==> src/rtl/stepper_pkg.sv <==
package stepper_pkg;

  localparam logic [1:0] OFS_CMD   = 2'd0;
  localparam logic [1:0] OFS_TOTAL = 2'd1;
  localparam logic [1:0] OFS_IVL   = 2'd2;

  localparam int unsigned B_RUN  = 7;
  localparam int unsigned B_SLOT = 6;
  localparam int unsigned B_DRV  = 5;
  localparam int unsigned B_GO   = 2;
  localparam int unsigned B_ONE  = 1;
  localparam int unsigned B_DIR  = 0;

  // full-step two-coil pattern for a position 0..3
  function automatic logic [3:0] coil_pattern(input logic [1:0] pos);
    logic [3:0] p;
    case (pos)
      2'd0:    p = 4'b0011;
      2'd1:    p = 4'b0110;
      2'd2:    p = 4'b1100;
      default: p = 4'b1001;
    endcase
    return p;
  endfunction

endpackage

==> src/rtl/stepper_prescale.sv <==
module stepper_prescale #(
  parameter int unsigned DIV = 10000
) (
  input  logic clk,
  input  logic rst_n,
  output logic tick_o
);
  localparam int unsigned CW = (DIV > 1) ? $clog2(DIV) : 1;

  generate
    if (DIV <= 1) begin : g_pass
      assign tick_o = 1'b1;
    end else begin : g_div
      logic [CW-1:0] cnt_q, cnt_d;
      logic          wrap;

      always_comb begin
        wrap  = (cnt_q == CW'(DIV - 1));
        cnt_d = wrap ? '0 : cnt_q + 1'b1;
      end

      always_ff @(posedge clk or negedge rst_n) begin
        if (!rst_n) cnt_q <= '0;
        else        cnt_q <= cnt_d;
      end

      assign tick_o = wrap;

      // base tick is a single-cycle pulse
      p_tick_single_r3: assert property (@(posedge clk) disable iff (!rst_n)
        tick_o |=> !tick_o);
    end
  endgenerate

endmodule

==> src/rtl/stepper_move.sv <==
module stepper_move #(
  parameter int unsigned CNT_W = 16,
  parameter int unsigned SPD_W = 14
) (
  input  logic             clk,
  input  logic             rst_n,
  input  logic             tick_i,
  input  logic             go_i,
  input  logic             go_dir_i,
  input  logic [CNT_W-1:0] stage_cnt_i,
  input  logic [SPD_W-1:0] stage_spd_i,
  output logic             busy_o,
  output logic             full_o,
  output logic             step_o,
  output logic             dir_o,
  output logic [CNT_W-1:0] remain_o
);
  logic [CNT_W-1:0] cnt_q, cnt_d;
  logic [SPD_W-1:0] spd_q, spd_d, ivl_q, ivl_d, spd_eff;
  logic             full_q, full_d, sdir_q, sdir_d, wdir_q, wdir_d;
  logic             busy, load, step;

  always_comb begin
    busy    = (cnt_q != '0);
    load    = full_q && !busy;
    step    = busy && tick_i && ((ivl_q + SPD_W'(1)) == spd_q);
    spd_eff = (stage_spd_i == '0) ? SPD_W'(1) : stage_spd_i;

    cnt_d  = cnt_q;
    spd_d  = spd_q;
    ivl_d  = ivl_q;
    full_d = full_q;
    sdir_d = sdir_q;
    wdir_d = wdir_q;

    if (load) begin
      cnt_d  = stage_cnt_i;
      spd_d  = spd_eff;
      ivl_d  = '0;
      wdir_d = sdir_q;
      full_d = 1'b0;
    end else if (step) begin
      cnt_d = cnt_q - 1'b1;
      ivl_d = '0;
    end else if (busy && tick_i) begin
      ivl_d = ivl_q + 1'b1;
    end

    if (go_i) begin
      full_d = 1'b1;
      sdir_d = go_dir_i;
    end
  end

  always_ff @(posedge clk or negedge rst_n) begin
    if (!rst_n) begin
      cnt_q  <= '0;
      spd_q  <= SPD_W'(1);
      ivl_q  <= '0;
      full_q <= 1'b0;
      sdir_q <= 1'b0;
      wdir_q <= 1'b0;
    end else begin
      cnt_q  <= cnt_d;
      spd_q  <= spd_d;
      ivl_q  <= ivl_d;
      full_q <= full_d;
      sdir_q <= sdir_d;
      wdir_q <= wdir_d;
    end
  end

  assign busy_o   = busy;
  assign full_o   = full_q;
  assign step_o   = step;
  assign dir_o    = wdir_q;
  assign remain_o = cnt_q;

  // every step removes exactly one from the remaining total
  p_count_down_r5: assert property (@(posedge clk) disable iff (!rst_n)
    step_o |=> (remain_o == $past(remain_o) - 1'b1));

  // a staged move waits while the running one still has steps left
  p_stage_held_r4: assert property (@(posedge clk) disable iff (!rst_n)
    (full_q && (cnt_q > CNT_W'(1))) |=> full_q);

endmodule

==> src/rtl/stepper_phase.sv <==
module stepper_phase
  import stepper_pkg::*;
(
  input  logic       clk,
  input  logic       rst_n,
  input  logic       adv_i,
  input  logic       dir_i,
  input  logic       drv_en_i,
  output logic [3:0] phase_o,
  output logic [1:0] bridge_en_o
);
  logic [1:0] pos_q, pos_d;

  always_comb begin
    pos_d = pos_q;
    if (adv_i) pos_d = dir_i ? pos_q + 2'd1 : pos_q - 2'd1;
  end

  always_ff @(posedge clk or negedge rst_n) begin
    if (!rst_n) pos_q <= 2'd0;
    else        pos_q <= pos_d;
  end

  always_comb begin
    phase_o     = drv_en_i ? coil_pattern(pos_q) : 4'b0000;
    bridge_en_o = drv_en_i ? 2'b11 : 2'b00;
  end

  // position moves only on a request, one place per request
  p_fwd_one_r6: assert property (@(posedge clk) disable iff (!rst_n)
    (adv_i && dir_i) |=> (pos_q == $past(pos_q) + 2'd1));
  p_rev_one_r6: assert property (@(posedge clk) disable iff (!rst_n)
    (adv_i && !dir_i) |=> (pos_q == $past(pos_q) - 2'd1));
  p_hold_idle_r6: assert property (@(posedge clk) disable iff (!rst_n)
    !adv_i |=> $stable(pos_q));

endmodule

==> src/rtl/stepper_ctl.sv <==
module stepper_ctl
  import stepper_pkg::*;
#(
  parameter int unsigned PRESCALE = 10000,
  parameter int unsigned DATA_W   = 16,
  parameter int unsigned CNT_W    = 16,
  parameter int unsigned SPD_W    = 14
) (
  input  logic              clk,
  input  logic              rst_n,
  input  logic              bus_wr,
  input  logic [1:0]        bus_addr,
  input  logic [DATA_W-1:0] bus_wdata,
  output logic [DATA_W-1:0] bus_rdata,
  output logic [3:0]        phase_o,
  output logic [1:0]        bridge_en_o,
  output logic              irq_o
);
  // reset: asserted asynchronously, released on the clock
  logic rst_meta_q, rst_sync_q;
  always_ff @(posedge clk or negedge rst_n) begin
    if (!rst_n) begin
      rst_meta_q <= 1'b0;
      rst_sync_q <= 1'b0;
    end else begin
      rst_meta_q <= 1'b1;
      rst_sync_q <= rst_meta_q;
    end
  end

  logic             tick, busy, full, mv_step, mv_dir;
  logic [CNT_W-1:0] remain;

  logic             drv_q, drv_d, dir_q, dir_d, one_q, one_d, odir_q, odir_d;
  logic [CNT_W-1:0] stg_cnt_q, stg_cnt_d;
  logic [SPD_W-1:0] stg_spd_q, stg_spd_d;
  logic             wr_cmd, go, adv, adv_dir;
  logic             unused_wdata;

  assign unused_wdata = ^bus_wdata;

  always_comb begin
    wr_cmd    = bus_wr && (bus_addr == OFS_CMD);
    go        = wr_cmd && bus_wdata[B_GO] && !bus_wdata[B_ONE];
    drv_d     = drv_q;
    dir_d     = dir_q;
    stg_cnt_d = stg_cnt_q;
    stg_spd_d = stg_spd_q;
    odir_d    = odir_q;
    one_d     = 1'b0;
    if (wr_cmd) begin
      drv_d = bus_wdata[B_DRV];
      dir_d = bus_wdata[B_DIR];
      if (bus_wdata[B_ONE] && !busy && !full) begin
        one_d  = 1'b1;
        odir_d = bus_wdata[B_DIR];
      end
    end
    if (bus_wr && (bus_addr == OFS_TOTAL)) stg_cnt_d = bus_wdata[CNT_W-1:0];
    if (bus_wr && (bus_addr == OFS_IVL))   stg_spd_d = bus_wdata[SPD_W-1:0];
  end

  always_ff @(posedge clk or negedge rst_sync_q) begin
    if (!rst_sync_q) begin
      drv_q     <= 1'b0;
      dir_q     <= 1'b0;
      one_q     <= 1'b0;
      odir_q    <= 1'b0;
      stg_cnt_q <= '0;
      stg_spd_q <= '0;
    end else begin
      drv_q     <= drv_d;
      dir_q     <= dir_d;
      one_q     <= one_d;
      odir_q    <= odir_d;
      stg_cnt_q <= stg_cnt_d;
      stg_spd_q <= stg_spd_d;
    end
  end

  always_comb begin
    bus_rdata = '0;
    case (bus_addr)
      OFS_CMD: begin
        bus_rdata[B_RUN]  = busy;
        bus_rdata[B_SLOT] = full;
        bus_rdata[B_DRV]  = drv_q;
        bus_rdata[B_DIR]  = dir_q;
      end
      OFS_TOTAL: bus_rdata[CNT_W-1:0] = remain;
      OFS_IVL:   bus_rdata[SPD_W-1:0] = stg_spd_q;
      default:   bus_rdata = '0;
    endcase
  end

  assign adv     = mv_step || one_q;
  assign adv_dir = one_q ? odir_q : mv_dir;
  assign irq_o   = !full;

  stepper_prescale #(.DIV(PRESCALE)) i_prescale (
    .clk    (clk),
    .rst_n  (rst_sync_q),
    .tick_o (tick)
  );

  stepper_move #(.CNT_W(CNT_W), .SPD_W(SPD_W)) i_move (
    .clk         (clk),
    .rst_n       (rst_sync_q),
    .tick_i      (tick),
    .go_i        (go),
    .go_dir_i    (bus_wdata[B_DIR]),
    .stage_cnt_i (stg_cnt_q),
    .stage_spd_i (stg_spd_q),
    .busy_o      (busy),
    .full_o      (full),
    .step_o      (mv_step),
    .dir_o       (mv_dir),
    .remain_o    (remain)
  );

  stepper_phase i_phase (
    .clk         (clk),
    .rst_n       (rst_sync_q),
    .adv_i       (adv),
    .dir_i       (adv_dir),
    .drv_en_i    (drv_q),
    .phase_o     (phase_o),
    .bridge_en_o (bridge_en_o)
  );

  // outputs dark whenever drive is off
  p_dark_when_off_r8: assert property (@(posedge clk) disable iff (!rst_sync_q)
    !drv_q |-> (phase_o == 4'b0000 && bridge_en_o == 2'b00));

  // a single step never coincides with a move step
  p_single_alone_r7: assert property (@(posedge clk) disable iff (!rst_sync_q)
    one_q |-> !mv_step);

endmodule

==> config.mk <==
export PLATFORM = sky130hd
export DESIGN_NAME = stepper_ctl
export DESIGN_NICKNAME = d
export VERILOG_FILES = /design/src/rtl/stepper_pkg.sv /design/src/rtl/stepper_prescale.sv /design/src/rtl/stepper_move.sv /design/src/rtl/stepper_phase.sv /design/src/rtl/stepper_ctl.sv
export SDC_FILE = /design/constraint.sdc
export NUM_CORES = 1
export LEC_CHECK = 0
export BUFFER_PORTS_ARGS = -buffer_cell sky130_fd_sc_hd__buf_2
export CORE_ASPECT_RATIO = 1.4
export CORE_MARGIN = 3
export CORE_UTILIZATION = 25
export DETAILED_ROUTE_END_ITERATION = 6
export PLACE_DENSITY = 0.5
export SLEW_MARGIN = 20
export SYNTH_ARGS = -nofsm -noshare
export SYNTH_HDL_FRONTEND = slang
export SYNTH_SLANG_ARGS = --single-unit
export TNS_END_PERCENT = 20
==> constraint.sdc <==
create_clock -name clk -period 2.8 [get_ports clk]
set_input_delay 0.14 -clock clk [delete_from_list [all_inputs] [get_ports clk]]
set_output_delay 0.14 -clock clk [all_outputs]
set_load 0.05 [all_outputs]
## After elaboration in Yosys (flattened, before gate mapping)

Index checks and enable logic that the tools add are counted.

- $add $sub $neg: 5
- Equality and inequality tests: 6
- Mux-type cells: 21
- Reductions and logical operators: 22

Operator list:

| operator | count |
|---|---|
| 14-bit two-way mux | 5 |
| 16-bit two-way mux | 2 |
| 14-bit by 1-bit adder with 14-bit output (second input constant) | 2 |
| 16-bit nonzero test | 1 |
| 16-bit by 1-bit subtractor with 16-bit output (second input constant) | 1 |
| 14-bit == test | 1 |
| 14-bit == test (second input constant) | 1 |
| 14-bit zero test | 1 |
| 4-bit case mux with 3 select lines | 1 |
| 6-bit case mux with 2 select lines | 1 |
| 1-bit logical AND | 10 |
| 3-bit case mux with 3 select lines | 1 |
| 4-bit case mux with 2 select lines | 1 |
| 2-bit two-way mux | 3 |
| 1-bit two-way mux | 5 |
| 2-bit by 1-bit == test with 1-bit output (second input constant) | 2 |
| 2-bit == test (second input constant) | 2 |
| 2-bit zero test | 2 |
| 4-bit two-way mux | 1 |
| 2-bit nonzero test | 2 |
| 1-bit zero test | 3 |
| 1-bit case mux with 3 select lines | 1 |
| 3-bit nonzero test | 1 |
| 2-bit by 1-bit adder with 2-bit output (second input constant) | 1 |
| 3 further kinds | 3 |

- Register bits after elaboration: 99
- Input bits: 21
- Output and inout port bits: 23
- Word-level logic and storage cells: 70

## Longest topological paths before layout

- Depth after elaboration: 6
- Mapped depth: 11
- Depth with buffers taken out: 9

## Modules after synthesis

From an unflattened synthesis, not the netlist that was laid out.

- Cells, all modules: 534
- Area total of the unflattened synthesis: 5351.4 µm²

Modules (own cells, without submodules):

| module | times used | cells each | area an instance (µm²) | seq. area each (µm²) |
|---|---|---|---|---|
| stepper_move | 1 | 336 | 2869.0 | 1177.4 |
| stepper_ctl | 1 | 119 | 1632.8 | 900.9 |
| stepper_prescale | 1 | 62 | 668.1 | 350.3 |
| stepper_phase | 1 | 17 | 181.4 | 50.0 |

## Worst setup path after synthesis

OpenSTA, ideal clock, no wires.

- Path type: reg-to-reg
- Start point: register i_move.ivl_q[0]
- End point: register i_move.ivl_q[10]
- Library setup time: 134 ps
- Arrival: 2460 ps
- Required time: 2666 ps
- Setup slack: 205 ps
- Stages on the path, launching flop included: 12
- Path buffers: 3
- Period minus slack after synthesis: 2595 ps
- Cell sequence: dfrtp_1 -> ha_1 -> clkbuf_1 -> nand3_1 -> nor3_1 -> and4_1 -> o211ai_2 -> nor4_4 -> buf_4 -> buf_6 -> a2bb2oi_1 -> o31ai_1

- Cells in the longest elaborated chain, start to end: 5
- Elaborated cells on any way between the ends: 7
- Those cells by class: 1 x add/sub; 1 x eq/ne; 3 x mux; 2 x reduce/logical

Ends and longest elaborated chain:

| element | RTL line | source |
|---|---|---|
| start: declaration | stepper_move.sv:19 | `logic [SPD_W-1:0] spd_q, spd_d, ivl_q, ivl_d, spd_eff;` |
| start signal: assignment | stepper_move.sv:66 | `ivl_q <= ivl_d;` |
| 14-bit by 1-bit adder with 14-bit output (*) | stepper_move.sv:26, stepper_move.sv:46 |  |
| 14-bit == test | stepper_move.sv:26 | `step = busy && tick_i && ((ivl_q + SPD_W'(1)) == spd_q);` |
| 1-bit logical AND | stepper_move.sv:26 |  |
| 14-bit two-way mux | stepper_move.sv:42 | `end else if (step) begin` |
| 14-bit two-way mux | stepper_move.sv:36 | `if (load) begin` |

Every way passes the cells marked *; elsewhere a longest branch is shown, timed or not. The select of a mux whose other input is x is not followed.
A chain may end at the register's enable or synchronous reset.

## Final worst setup path

- Start point: register i_move.ivl_q[5]
- End point: register i_move.ivl_q[10]

Same word-level chain as after synthesis.

==> impl_results.md <==
- Max_cap viols: 0
- Final worst setup slack: 0.154 ns
- Tmin final: 2.65 ns
- Most used cell along the critical path: buf_4
- Startpoint class of the critical path: flop
- Total GRT Usage: 0.128
- Nets: 615
- WP data required: 3.03 ns
- Number of global-route vias before repair: 4418
- Synth area leaders: dfrtp_1, mux2_2, nand2_1
- # DRC: 0
- Final Hold Vio Count: 0
- Max VDD drop: 0.307 mV
- Pre-antenna DRT Iters: 5
- Post-DR wirelength/cell: 16.5 µm
- Die Area: 0.0232 mm²
- Antenna diodes: 0
- CP max FO: 7
- Static leakage: 2.92 nW
- Unique masters post-synth: 70
- Crit path DAT: 2.88 ns
- Placement Setup Slack: 0.00120 ns
- Drt total wl: 14.0 mm
- Crit Path Class: flop to flop
- Top_reg_cell synth: dfrtp_1
- Placer Congestion: 0.855
- Final instance area: 0.00632 mm²
- Post-DP HPWL: 10.5 mm
- Remaining Overflow, GRT: 0
- Vias: 4243
- Syn Nets: 558
- Synthesis-to-layout area growth: 18.5%
- Worst-margin pin slew: 0.799 ns
- RSZ-0062 raised after global routing: false
- Status: completed
- Worst-Skew Late Latency: 0.35 ns
- Gate count of the mapped netlist: 526
- Antenna violations before repair: 0
- Fmax: 378 MHz
- Num rows: 62
- Final Skew: 0.0127 ns
- CP top delay family: simple AND/OR/NAND/NOR gates
- Period utilisation layout: 0.945
- Syn Std Cell Area: 0.00534 mm²
- Maximum clock path buffer count: 2
- WP buf/inv: 2
- CTS H-tree depth: 3
- Floorplan Core Area: 0.0207 mm²
- Top post-synthesis cells by count: dfrtp_1, nand2_1, nor2_1, mux2_2, nand3_1
- Port Buf Inserts: 43
- Cell Chain, Critical Path: buf_4 -> or3b_2 -> a211o_1 -> nand4_1 -> a311o_1 -> nor4_4 -> buf_4 -> nand2b_1 -> o31ai_1
- Clock Tree Root: clkbuf_16
- DRT antenna net count: 0
- CTS buffer count: 9
- Clock Sinks: 99
- Detail-routed via count per cell: 5.03
- Setup_tns: 0 ns
- Delay of the slowest critical-path stage: 0.47 ns
- Most area-hungry cell type in the Yosys netlist: dfrtp_1
- Avg Inst Size Synth: 10.1 µm²
- Max-slew headroom: 0.466
- Initial Utilization: 0.258
- Critical-path top delay cell: or3b_2
- Final-report setup violation count: 0
- Most common cell in the netlist: dfrtp_1
- Hold Path Class: input port to flop
- Ys async rst share: 1.00
- EDFF count, synth: 0
- CTS clk-pin slew, worst paths: 0.07 ns
- Area after DPL: 0.00598 mm²
- First-pass GRT wire length: 23.5 mm
- Pwr dens: 514 mW/mm²
- Die Span X: 129 µm
- Synth Register Bits: 99
- Num ports: 44
- Crit end category: flop
- Share of cells above drive strength 1: 0.252
- Die height: 179 µm
- Share of the synthesized area in the top cell type: 0.460
- Syn. warnings: 0
- Pins Over Slew Limit: 0
- DRT iter0 DRCs: 307
- CTS tree: done
- Sequential-to-total area share from yosys stat: 0.464
- Pin count of the biggest net entering global routing: 50
-- per-stage QoR --
stage	total power [mW]	std cells	util	hold WS [ns]
6_report	3.25	844	0.305	0.0245
5_1_grt	3.40	844	0.305	0.0169
4_1_cts	3.29	843	0.304	0.0149
3_5_place_dp	2.05	826	0.289	-0.0748
3_3_place_gp	2.05	826	0.289	-0.0750
2_1_floorplan	1.92	526	-	-0.156
-- cell usage in the layout (no fill, tap or decap), types with 9 or more instances in the layout --
master,netlist,final
nor2_1,43,41
nand2_1,77,77
buf_2,4,43
xnor2_1,18,18
nand3_1,23,22
nor2b_1,15,15
mux2_2,34,34
ha_1,11,10
clkbuf_16,0,9
nor4_1,12,12
buf_4,4,24
inv_1,14,14
xor2_1,13,13
a21oi_1,9,9
dfrtp_1,98,96
a22oi_1,11,11
-- state kept, by name (all words and copies together) (netlist names), 2 cells and up --
register / count
stg_spd_q: 14
i_move.spd_q: 14
i_prescale.g_div.cnt_q: 14
i_move.ivl_q: 14
i_move.remain_o: 16
i_phase.pos_q: 2
stg_cnt_q: 16
-- final cells by class --
| class | instances | area, µm² |
|---|---|---|
| flip-flops and latches | 99 | 2480 |
| clock inverters | 7 | 67.6 |
| clock buffers | 9 | 225 |
| fillers | 2124 | 14400 |
| well taps | 256 | 320 |
| inverters | 14 | 52.6 |
| multi-input cells | 387 | 2710 |
| repair buffers | 72 | 468 |
-- worst paths after layout --
path                            startpoint                to  slack (ns)  cells past startpoint
setup reg to reg           i_move.ivl_q[5]  i_move.ivl_q[10]        0.15                      9
setup / recovery           i_move.ivl_q[5]  i_move.ivl_q[10]        0.15                      9
max in group asynchronous       rst_sync_q   i_move.spd_q[0]        1.65                      1
min in group asynchronous            rst_n        rst_sync_q        0.10                      2
hold reg to reg                 rst_sync_q            odir_q        0.36                      0
hold / removal               bus_wdata[15]     stg_cnt_q[15]        0.02                      2
-- where the power goes --
| part | total [mW] | internal [mW] | switching, mW |
|---|---|---|---|
| registers | 1.64 | 1.53 | 0.115 |
| clock network | 1.23 | 0.629 | 0.602 |
| logic | 0.377 | 0.149 | 0.228 |
| total | 3.25 | 2.31 | 0.946 |
-- cells by family (layout without fill, tap and decap cells) --
kind of cell	count (synthesis)	in the layout	synth area share
and+or+nand+nor	225	225	0.225
DFF	99	99	0.464
AOI/OAI and AO/OA	78	78	0.115
muxes	41	41	0.0849
buffers and inverters	40	102	0.0333
xor gates and xnor gates	31	31	0.0509
adders and majority gates	11	11	0.0258
other	1	1	0.000703
-- per-layer routing --
metal  share of wire  GRT usage
met3           0.029     0.0170
met5               0          0
met2            0.51      0.218
met1            0.42      0.159
met4           0.036     0.0594
-- what timing repair did --
action,CTS,global route
hold buffers,1,0
endpoints found under the hold margin,2,0
endpoints found under the setup margin,5,28
setup buffers,0,1
gates resized for setup,1,9
pin swaps,0,1
Note: power is estimated with default switching activity, not from simulation.
